**src/rtl/cmv_pkg.sv**
```systemverilog
package cmv_pkg;

    localparam int NLEGS  = 3;
    localparam int LVL_W  = $clog2(2 * NLEGS + 1);
    localparam int STEP_W = $clog2(NLEGS + 1);

    typedef logic [NLEGS-1:0]         legs_t;
    typedef logic signed [LVL_W-1:0]  level_t;
    typedef logic [STEP_W-1:0]        step_t;

    typedef struct packed {
        level_t level;
        step_t  step;
        logic   is_null;
    } mon_state_t;

    localparam level_t LEVEL_BASE = level_t'(-NLEGS);

endpackage

```
**src/rtl/cmv_level_decode.sv**
```systemverilog
module cmv_level_decode
    import cmv_pkg::*;
(
    input  legs_t  legs,
    output level_t level,
    output logic   is_null
);

    step_t ones;
    int    lv;

    always_comb begin
        ones = '0;
        for (int i = 0; i < NLEGS; i++) begin
            ones = ones + step_t'(legs[i]);
        end
        lv      = 2 * int'(ones) - NLEGS;
        level   = level_t'(lv);
        is_null = (legs == '0) || (legs == '1);
    end

endmodule

```
**src/rtl/cmv_step_class.sv**
```systemverilog
module cmv_step_class
    import cmv_pkg::*;
#(
    parameter int BIG_MIN = 2
) (
    input  level_t prev_level,
    input  level_t new_level,
    output step_t  step,
    output logic   big
);

    logic signed [LVL_W:0] diff;
    logic [LVL_W:0]        mag;

    always_comb begin
        diff = (LVL_W+1)'(new_level) - (LVL_W+1)'(prev_level);
        mag  = diff[LVL_W] ? (LVL_W+1)'(-diff) : (LVL_W+1)'(diff);
        step = step_t'(mag >> 1);
        big  = (int'(step) >= BIG_MIN);
    end

endmodule

```
**src/rtl/cmv_sat_counter.sv**
```systemverilog
module cmv_sat_counter #(
    parameter int W = 4
) (
    input  logic         clk,
    input  logic         rst_n,
    input  logic         inc,
    output logic [W-1:0] count
);

    localparam logic [W-1:0] CNT_MAX = '1;

    logic [W-1:0] cnt_d, cnt_q;

    always_comb begin
        cnt_d = cnt_q;
        if (inc && (cnt_q != CNT_MAX)) begin
            cnt_d = cnt_q + W'(1);
        end
    end

    always_ff @(posedge clk) begin
        if (!rst_n) cnt_q <= '0;
        else        cnt_q <= cnt_d;
    end

    assign count = cnt_q;

    AST_CNT_NO_WRAP: assert property (@(posedge clk) disable iff (!rst_n)
        (cnt_q == CNT_MAX) |=> (cnt_q == CNT_MAX));

    AST_CNT_HOLD: assert property (@(posedge clk) disable iff (!rst_n)
        !inc |=> $stable(cnt_q));

endmodule

```
**src/rtl/cmv_step_monitor.sv**
```systemverilog
module cmv_step_monitor
    import cmv_pkg::*;
#(
    parameter int CNT_W   = 4,
    parameter int BIG_MIN = 2
) (
    input  logic                    clk,
    input  logic                    rst_n,
    input  logic                    leg_a,
    input  logic                    leg_b,
    input  logic                    leg_c,
    input  logic                    state_vld,
    output logic signed [LVL_W-1:0] cm_level,
    output logic [STEP_W-1:0]       cm_step,
    output logic                    null_vec,
    output logic [CNT_W-1:0]        big_step_cnt
);

    legs_t      legs;
    level_t     new_level;
    logic       new_null;
    step_t      new_step;
    logic       new_big;
    mon_state_t state_d, state_q;

    assign legs = {leg_a, leg_b, leg_c};

    cmv_level_decode u_decode (
        .legs    (legs),
        .level   (new_level),
        .is_null (new_null)
    );

    cmv_step_class #(.BIG_MIN(BIG_MIN)) u_class (
        .prev_level (state_q.level),
        .new_level  (new_level),
        .step       (new_step),
        .big        (new_big)
    );

    cmv_sat_counter #(.W(CNT_W)) u_count (
        .clk   (clk),
        .rst_n (rst_n),
        .inc   (state_vld && new_big),
        .count (big_step_cnt)
    );

    always_comb begin
        state_d = state_q;
        if (state_vld) begin
            state_d.level   = new_level;
            state_d.step    = new_step;
            state_d.is_null = new_null;
        end
    end

    always_ff @(posedge clk) begin
        if (!rst_n) begin
            state_q.level   <= LEVEL_BASE;
            state_q.step    <= '0;
            state_q.is_null <= 1'b1;
        end else begin
            state_q <= state_d;
        end
    end

    assign cm_level = state_q.level;
    assign cm_step  = state_q.step;
    assign null_vec = state_q.is_null;

    AST_LEVEL_LEGAL: assert property (@(posedge clk) disable iff (!rst_n)
        (int'(cm_level) == -3 || int'(cm_level) == -1 ||
         int'(cm_level) == 1 || int'(cm_level) == 3));

    AST_NULL_EXTREME: assert property (@(posedge clk) disable iff (!rst_n)
        null_vec |-> (int'(cm_level) == 3 || int'(cm_level) == -3));

    AST_IDLE_HOLD: assert property (@(posedge clk) disable iff (!rst_n)
        !state_vld |=> ($stable(cm_level) && $stable(cm_step) && $stable(null_vec)));

    AST_STEP_MATCH: assert property (@(posedge clk) disable iff (!rst_n)
        state_vld |=> (2 * int'(cm_step) ==
            ((int'(cm_level) >= int'($past(cm_level)))
                ? int'(cm_level) - int'($past(cm_level))
                : int'($past(cm_level)) - int'(cm_level))));

endmodule

```
**config.mk**
```make
export PLATFORM = sky130hd
export DESIGN_NAME = cmv_step_monitor
export DESIGN_NICKNAME = d
export VERILOG_FILES = /design/src/rtl/cmv_pkg.sv /design/src/rtl/cmv_level_decode.sv /design/src/rtl/cmv_step_class.sv /design/src/rtl/cmv_sat_counter.sv /design/src/rtl/cmv_step_monitor.sv
export SDC_FILE = /design/constraint.sdc
export NUM_CORES = 1
export LEC_CHECK = 0
export BUFFER_PORTS_ARGS = -buffer_cell sky130_fd_sc_hd__buf_2
export CORE_MARGIN = 5
export CORE_UTILIZATION = 50
export DETAILED_ROUTE_END_ITERATION = 12
export HOLD_SLACK_MARGIN = 0.15
export PLACE_DENSITY = 0.75
export REMOVE_ABC_BUFFERS = 1
export SETUP_SLACK_MARGIN = 0.4
export SYNTH_ARGS = -nofsm -noshare
export SYNTH_HDL_FRONTEND = slang
export SYNTH_HIERARCHICAL = 1
export SYNTH_SLANG_ARGS = --single-unit
```
**constraint.sdc**
```tcl
create_clock -name clk -period 4.55 [get_ports clk]
set_clock_uncertainty 0.1 [all_clocks]
set_input_delay 0.91 -clock clk [delete_from_list [all_inputs] [get_ports clk]]
set_output_delay 0.91 -clock clk [all_outputs]
set_load 0.005 [all_outputs]
```
* Word-level counts from Yosys, hierarchy flattened *
Cells that the tools add are included.

cells by class
  bitwise operators = 0
  order comparisons = 1
  reductions and logical operators = 4
  add/sub/neg operators = 6
  multipliers = 0
  equality and inequality tests = 2
  divide/modulo/power cells = 0
  shifts and indexed selects = 0
  multiplexer cells = 1

operator list
  cell                                                                count
  4-bit by 1-bit adder with 4-bit output, second input constant       1
  4-bit inequality test, second input constant                        1
  3-bit by 3-bit subtractor with 4-bit output                         1
  3-bit == test, second input constant                                1
  3-bit zero test                                                     1
  3-bit two-way mux                                                   1
  3-bit negation                                                      1
  3-bit by 2-bit subtractor with 3-bit output, second input constant  1
  1-bit by 1-bit adder with 2-bit output                              1
  2-bit by 1-bit adder with 2-bit output                              1
  2-bit greater-or-equal comparator, second input constant            1
  1-bit logical AND                                                   2
  1-bit logical OR                                                    1

storage, ports and cells
  bits in latches = 0
  register bits after elaboration = 10
  memories = 0
  memory bits (read-only) = 0
  output and inout bits = 10
  input port bits = 6
  word-level logic and storage cells = 18
  memory bits (writable) = 0

* Depth between registers and ports, before layout *
Gate-level depths: netlist of the first run.

  depth in word-level cells = 9
  depth in mapped cells = 13
  mapped depth without buffers = 13

* Modules after synthesis *
The synthesis of the first run kept the hierarchy.

modules (own cells, without submodules)
  module            times used  seq. area each (um2)  cells each  area an instance (um2)
  cmv_step_monitor  1           120.1                 20          229.0
  cmv_step_class    1           0.0                   26          209.0
  cmv_sat_counter   1           80.1                  22          196.4
  cmv_level_decode  1           0.0                   10          61.3

* Least setup slack after synthesis of the first run *
No wires, ideal clock.

  path type = in2reg
  start = input port leg_c
  end = register u_count.cnt_q[3], in the netlist u_count/count[3]
  setup time = 115 ps
  cell stages on the path = 13
  required time = 4335 ps
  path buffers = 0
  path slack = 903 ps
  arrival = 3432 ps
  path through = inv_1 > fa_1 > inv_1 > inv_1 > fa_1 > ha_1 > nand2b_4 > and4_4 > nor4_1 > and2_2 > and4_4 > a21oi_2 > a31o_1

between the ends
  word-level cells in the longest chain between the ends = 9

RTL lines
  element                                        line                    RTL
  from (decl)                                    cmv_step_monitor.sv:11  input logic leg_c,
  1-bit by 1-bit adder with 2-bit output *       cmv_level_decode.sv:15  ones = ones + step_t'(legs[i]);
  2-bit by 1-bit adder with 2-bit output *       cmv_level_decode.sv:15
  3-bit by 2-bit subtractor with 3-bit output *  cmv_level_decode.sv:17  lv = 2 * int'(ones) - NLEGS;
  via new_level[1]                               cmv_step_monitor.sv:20  level_t new_level;
  3-bit by 3-bit subtractor with 4-bit output *  cmv_step_class.sv:16    diff = (LVL_W+1)'(new_level) - (LVL_W+1)'(prev_level);
  3-bit negation                                 cmv_step_class.sv:17    mag = diff[LVL_W] ? (LVL_W+1)'(-diff) : (LVL_W+1)'(diff);
  3-bit two-way mux *                            cmv_step_class.sv:17
  2-bit greater-or-equal comparator *            cmv_step_class.sv:19    big = (int'(step) >= BIG_MIN);
  via new_big                                    cmv_step_monitor.sv:23  logic new_big;
  1-bit logical AND *                            cmv_step_monitor.sv:44  .inc (state_vld && new_big),
  1-bit logical AND *                            cmv_sat_counter.sv:16   if (inc && (cnt_q != CNT_MAX)) begin
  to (signal assigned)                           cmv_sat_counter.sv:23   else cnt_q <= cnt_d;
  to (decl)                                      cmv_sat_counter.sv:12   logic [W-1:0] cnt_d, cnt_q;

Mark *: on every way through the listed nets, which the timed path passes. The rest lies on a longest branch.
A chain may end at the register's enable or synchronous reset.

* Final worst setup path of the first run *
Same ends and word-level chain as after synthesis.

==> flow_summary.json, run 1 <==
{
  "seq_area_sq_um": 200.2,
  "hold_ws_ns": 0.3664,
  "ys_types": 26,
  "nets": 109,
  "final_layout_size_suffix_gt1_share_pct": 26.32,
  "place.port_buffers": 15,
  "rows": 13,
  "maxCapViolations": 0,
  "cp_common_cell": "inv_1",
  "cp_max_fo": 4,
  "hold_viol_final": 0,
  "io_pins": 16,
  "synth_warnings": 6,
  "dieArea_sq_um": 2237,
  "cts.path.max_buffers": 2,
  "syn_area_sq_um": 695.7,
  "peakVddDrop_mv": 0.2270,
  "routed_wl_microns": 1178,
  "wl_per_cell_microns": 10.71,
  "path_cells": "buf_2 -> inv_1 -> fa_1 -> inv_1 -> inv_1 -> fa_1 -> ha_1 -> nand2b_4 -> and3b_1 -> nor4_1 -> and2_2 -> and4_4 -> a21oi_2 -> a31o_1",
  "start_util_pct": 53.46,
  "grt_pass1_vias": 541,
  "ys_seq_area_share_pct": 28.78,
  "p_per_area_nw_per_um2": 336.4,
  "dp_hpwl_microns": 986,
  "status": "completed",
  "post-route-period-util_pct": 79.47,
  "die_h_microns": 47.30,
  "synthTopCellsByCount": "dfxtp_1 (10), inv_1 (10), nand2_1 (10)",
  "setup_tns_ns": 0,
  "nFillCells": 128,
  "grt.overflow.total": 0,
  "synth_ff_type": "dfxtp_1",
  "async_flop_share_pct": 0,
  "multiInputGateArea_sq_um": 439.2,
  "synth_top_cell_area_share_pct": 28.78,
  "p_leak_nw": 0.4268,
  "hold_path.class": "flip-flop to flip-flop",
  "required_ns": 4.61,
  "cts_tree": "yes",
  "rsz0062_at_grt": "false",
  "coreArea_sq_um": 1301,
  "h-tree-depth": 1,
  "cts-root-buf": "clkbuf_4",
  "drtAntennaViolNets": 0,
  "startpoint_type": "input pin",
  "synth_area_leaders": "dfxtp_1 (29%), mux2i_1 (12%), ha_1 (9.0%)",
  "grt_pass1_wl_microns": 2208,
  "vias": 543,
  "critical_path.slowest_cell": "fa_1",
  "critPathBufInv": 4,
  "cts.sinks": 10,
  "gp_congestion": 0.7349,
  "min_period_ns": 3.616,
  "die_w_microns": 47.30,
  "criticalPathCategory": "input pin to flip-flop",
  "grt_max_degree": 14,
  "cts_setup_buffers": 0,
  "path_clk_slew_ns": 0.06,
  "firstDrtPassIters": 3,
  "final-max-slew-violation-count": 0,
  "postSynthAreaPerCell_sq_um": 8.919,
  "antenna_cells": 0,
  "timing.fmax_mhz": 276.6,
  "clk_latency_ns": 0.26,
  "viasPerCell": 4.936,
  "syn_inst": 78,
  "synth-seq-cells": 10,
  "hold_buffers": 0,
  "cp-end-kind": "flip-flop",
  "synth_area_leader_cell": "dfxtp_1",
  "cts_resized": 0,
  "slowest_delay_ns": 0.52,
  "cts-buffers-inserted": 3,
  "track_usage_pct": 14.54,
  "drc": 0,
  "critPathTopFamily": "adder cells",
  "syn_to_final_growth_pct": 16.01,
  "dr.first_iter.drc_count": 9,
  "final-setup-viol-count": 0,
  "cp.arrival_ns": 3.68,
  "synth_edf_count": 0,
  "antenna_found_initial": 0
}
-- final timing paths --
path	startpoint	endpoint	slack [ns]	cells after the start
worst min-delay path	null_vec	null_vec	0.37	2
worst max-delay path	leg_c	u_count/count[3]	0.93	14
worst max register to register	cm_level[1]	u_count/count[3]	2.01	9
worst min register to register	null_vec	null_vec	0.37	2
-- state kept, by name (all words and copies together), names as in the netlist --
signal	count
u_count/count	4
null_vec	1
cm_step	2
cm_level	3
-- power breakdown --
group,total (mW),switching (mW),internal [mW]
Sequential,0.103,0.00663,0.0964
Clock,0.0786,0.0301,0.0486
Combinational,0.0898,0.0442,0.0456
Total,0.271,0.0809,0.191
-- area by class of cell --
type,count,area share [%]
Multi-Input combinational cell,56,54.42
Clock buffer,4,4.496
Tap cell,15,2.326
Timing Repair Buffer,15,9.302
Sequential cell,10,24.81
Inverter,10,4.651
-- stage by stage --
step	total power, mW	area [sq um]	setup slack (ns)	utilization [%]	std cells
finish	0.2715	807.0	0.9341	62.02	110
global route	0.2959	807.0	0.7479	62.02	110
CTS	0.2755	807.0	0.9286	62.02	110
detailed placement	0.1957	770.7	0.6461	59.23	106
global placement	0.1930	770.7	0.6680	59.23	106
floorplan	0.1704	676.9	0.9029	-	76
-- kinds of logic (layout without fill, tap and decap cells) --
group / after synthesis / in the layout / share of synthesized area (%)
simple gates: 34 / 34 / 30.22
buf+inv: 12 / 29 / 8.094
flops: 10 / 10 / 28.78
mux: 8 / 8 / 11.51
fa+ha+maj: 7 / 7 / 14.75
compound gates: 6 / 6 / 6.116
other cells: 1 / 1 / 0.5391
-- worst register-to-register path: cells and delay by family, from the launching register on --
family | cells | cell delay, ns
simple gates | 5 | 1.02
fa+ha+maj | 2 | 0.71
flops | 1 | 0.40
compound gates | 2 | 0.22
-- cells in the final DEF, fill, tap and decap left out, drive strengths merged, types with 4 or more instances in the layout --
master and instances:
buf 15, mux2i 8, dfxtp 10, ha 5
clkbuf 4, inv 10, nand2 10, nand2b 6
-- metal layers --
metal / up-vias / global-route usage [%] / wire, microns
met2: 7 / 22.73 / 566
met5: - / 0 / 0
li1: 296 / - / -
met3: 4 / 3.448 / 37
met1: 236 / 16.70 / 539
met4: 0 / 11.60 / 34
No activity file was read; power rests on OpenSTA's default activity.
==> run 2, diff against run 1 <==
--- a/config.mk
+++ b/config.mk
@@ -7,10 +7,10 @@
 export LEC_CHECK = 0
 export BUFFER_PORTS_ARGS = -buffer_cell sky130_fd_sc_hd__buf_2
 export CORE_MARGIN = 5
-export CORE_UTILIZATION = 50
+export CORE_UTILIZATION = 46
 export DETAILED_ROUTE_END_ITERATION = 12
 export HOLD_SLACK_MARGIN = 0.15
-export PLACE_DENSITY = 0.75
+export PLACE_DENSITY = 0.72
 export REMOVE_ABC_BUFFERS = 1
 export SETUP_SLACK_MARGIN = 0.4
 export SYNTH_ARGS = -nofsm -noshare
==> constraint.sdc (replaced) <==
create_clock -name clk -period 3.3 [get_ports clk]
set_clock_uncertainty 0.1 [all_clocks]
set_input_delay 0.66 -clock clk [delete_from_list [all_inputs] [get_ports clk]]
set_output_delay 0.66 -clock clk [all_outputs]
set_load 0.005 [all_outputs]
==> run 2 against run 1 <==
Global-route usage fell by 2.7 points. Worst setup slack got worse by 0.86 ns. Critical path depth did not move. Die area rose by 6.8%. First-iteration DRC count fell by 33%. Non-clock buffer count rose by 7. Clock power rose by 36%. Via count rose by 7.2%. Critical path type unchanged. Critical endpoint unchanged.
==> flow_summary.json, run 2 (synthesis results as in run 1) <==
{
  "status": "completed",
  "cts-buffers-inserted": 3,
  "cts-root-buf": "clkbuf_4",
  "nets": 116,
  "dp_hpwl_microns": 1037,
  "p_leak_nw": 0.4637,
  "routed_wl_microns": 1327,
  "path_clk_slew_ns": 0.07,
  "cp_max_fo": 3,
  "reg2reg_from": "cm_level[1]",
  "min_period_ns": 3.230,
  "highest_layer": "met4",
  "final-max-slew-violation-count": 0,
  "clkPwrFrac_pct": 26.2,
  "criticalPathCategory": "input pin to flip-flop",
  "timing.fmax_mhz": 309.6,
  "rows": 14,
  "wl_met2_microns": 708,
  "antenna_found_initial": 0,
  "setup_tns_ns": 0,
  "wl_met3_microns": 38,
  "vias": 582,
  "grt_pass1_vias": 569,
  "internal_power_mw": 0.2882,
  "dr.first_iter.drc_count": 6,
  "rsz0062_at_grt": "true",
  "power_frac_comb_pct": 39.1,
  "cts_tree": "yes",
  "final_cell_mix": "buf_2 (13), dfxtp_1 (10), nand2_1 (9)",
  "grt_pass1_wl_microns": 2283,
  "seq_area_sq_um": 200.2,
  "die_w_microns": 48.89,
  "grt_max_degree": 14,
  "reg2regPathDepth": 9,
  "hold_path.class": "flip-flop to flip-flop",
  "wl_per_cell_microns": 11.25,
  "gp_congestion": 0.7440,
  "cp.arrival_ns": 3.28,
  "maxCapViolations": 0,
  "die_h_microns": 48.89,
  "p_switching_mw": 0.1215,
  "min-delay-start": "null_vec",
  "drc": 0,
  "dieArea_sq_um": 2390,
  "switching_share_pct": 29.65,
  "h-tree-depth": 1,
  "startpoint_type": "input pin",
  "sequentialPowerShare_pct": 34.6,
  "peakVddDrop_mv": 0.3406,
  "antenna_cells": 0,
  "grt.overflow.total": 0,
  "viasPerCell": 4.932,
  "coreArea_sq_um": 1471,
  "p_per_area_nw_per_um2": 454.1,
  "stdcell_count": 118,
  "firstDrtPassIters": 3,
  "multiInputGateArea_sq_um": 464.2,
  "met1_length_microns": 569,
  "cp-end-kind": "flip-flop",
  "start_util_pct": 47.28,
  "syn_to_final_growth_pct": 29.68,
  "track_usage_pct": 11.88,
  "nFillCells": 130,
  "clk_latency_ns": 0.26,
  "final_layout_size_suffix_gt1_share_pct": 41.18,
  "place.port_buffers": 15,
  "post-route-period-util_pct": 97.89,
  "cts.sinks": 10,
  "cts.path.max_buffers": 2,
  "hold_viol_final": 0,
  "largest_reg_flops": 4,
  "post-place-cells": 110,
  "required_ns": 3.35,
  "crit_start": "leg_a",
  "final_common_cell": "buf_2",
  "io_pins": 16,
  "final-setup-viol-count": 0,
  "whs_path_depth": 2,
  "drtAntennaViolNets": 0,
  "p_total_mw": 0.4097
}
-- run 2: cell count changes in the layout (fill, tap and decap cells not counted), sizes merged --
cell | before | now
buf | 15 | 22
-- run 2: metrics by stage --
stage	hold slack (ns)	cell area, sq um	worst slack, ns	util (%)
3_5_place_dp	0.3617	794.5	-0.3357	54.00
5_1_grt	0.4289	902.1	-0.009632	61.31
2_1_floorplan	0.3648	676.9	-0.09714	-
3_3_place_gp	0.3512	794.5	-0.2768	54.00
4_1_cts	0.3884	860.8	0.06411	58.50
6_report	0.3864	902.1	0.06953	61.31
-- run 2: what timing repair did --
item	in CTS	in global routing
endpoints found under the setup margin	4	4
endpoints found under the hold margin	0	0
buffers inserted	1	3
pin swaps	6	2
hold buffers	0	0
gates resized for setup	8	7
gates cloned	0	0
-- run 2: path summary, 6_finish.rpt --
check	endpoint	slack, ns
setup / recovery	u_count/count[3]	0.07
hold / removal	null_vec	0.39
setup reg to reg	u_count/count[3]	0.78
hold reg to reg	null_vec	0.39
-- run 2: critical path, cell delays in order --
cell and delay (ns):
buf_6 0.07, inv_2 0.03, fa_1 0.55, inv_2 0.05, inv_2 0.04, fa_1 0.43
ha_2 0.19, nand2b_4 0.14, and3b_2 0.22, nor4_2 0.26, and2_4 0.19, and4_4 0.23
a21oi_2 0.05, a31o_1 0.18
-- run 2: area by class of cell --
type                       instances  area share (%)
sequential                        10           22.19
timing repair buffer              22           15.95
inverter                          10           4.161
clock buffer                       4           4.022
multi-input combinational         56           51.46
tap                               16           2.219
-- run 2: metal layers --
metal	global-route usage, %	vias to the layer above
li1	-	309
met1	12.43	265
met2	21.74	6
met3	2.141	2
met4	6.726	0
met5	0	-
-- run 2: power groups by stage --
stage	registers, mW	clock network (mW)	logic [mW]
2_1_floorplan	0.146	0	0.0894
3_3_place_gp	0.145	0	0.133
3_5_place_dp	0.145	0	0.138
4_1_cts	0.142	0.111	0.147
5_1_grt	0.145	0.122	0.178
6_report	0.142	0.107	0.160
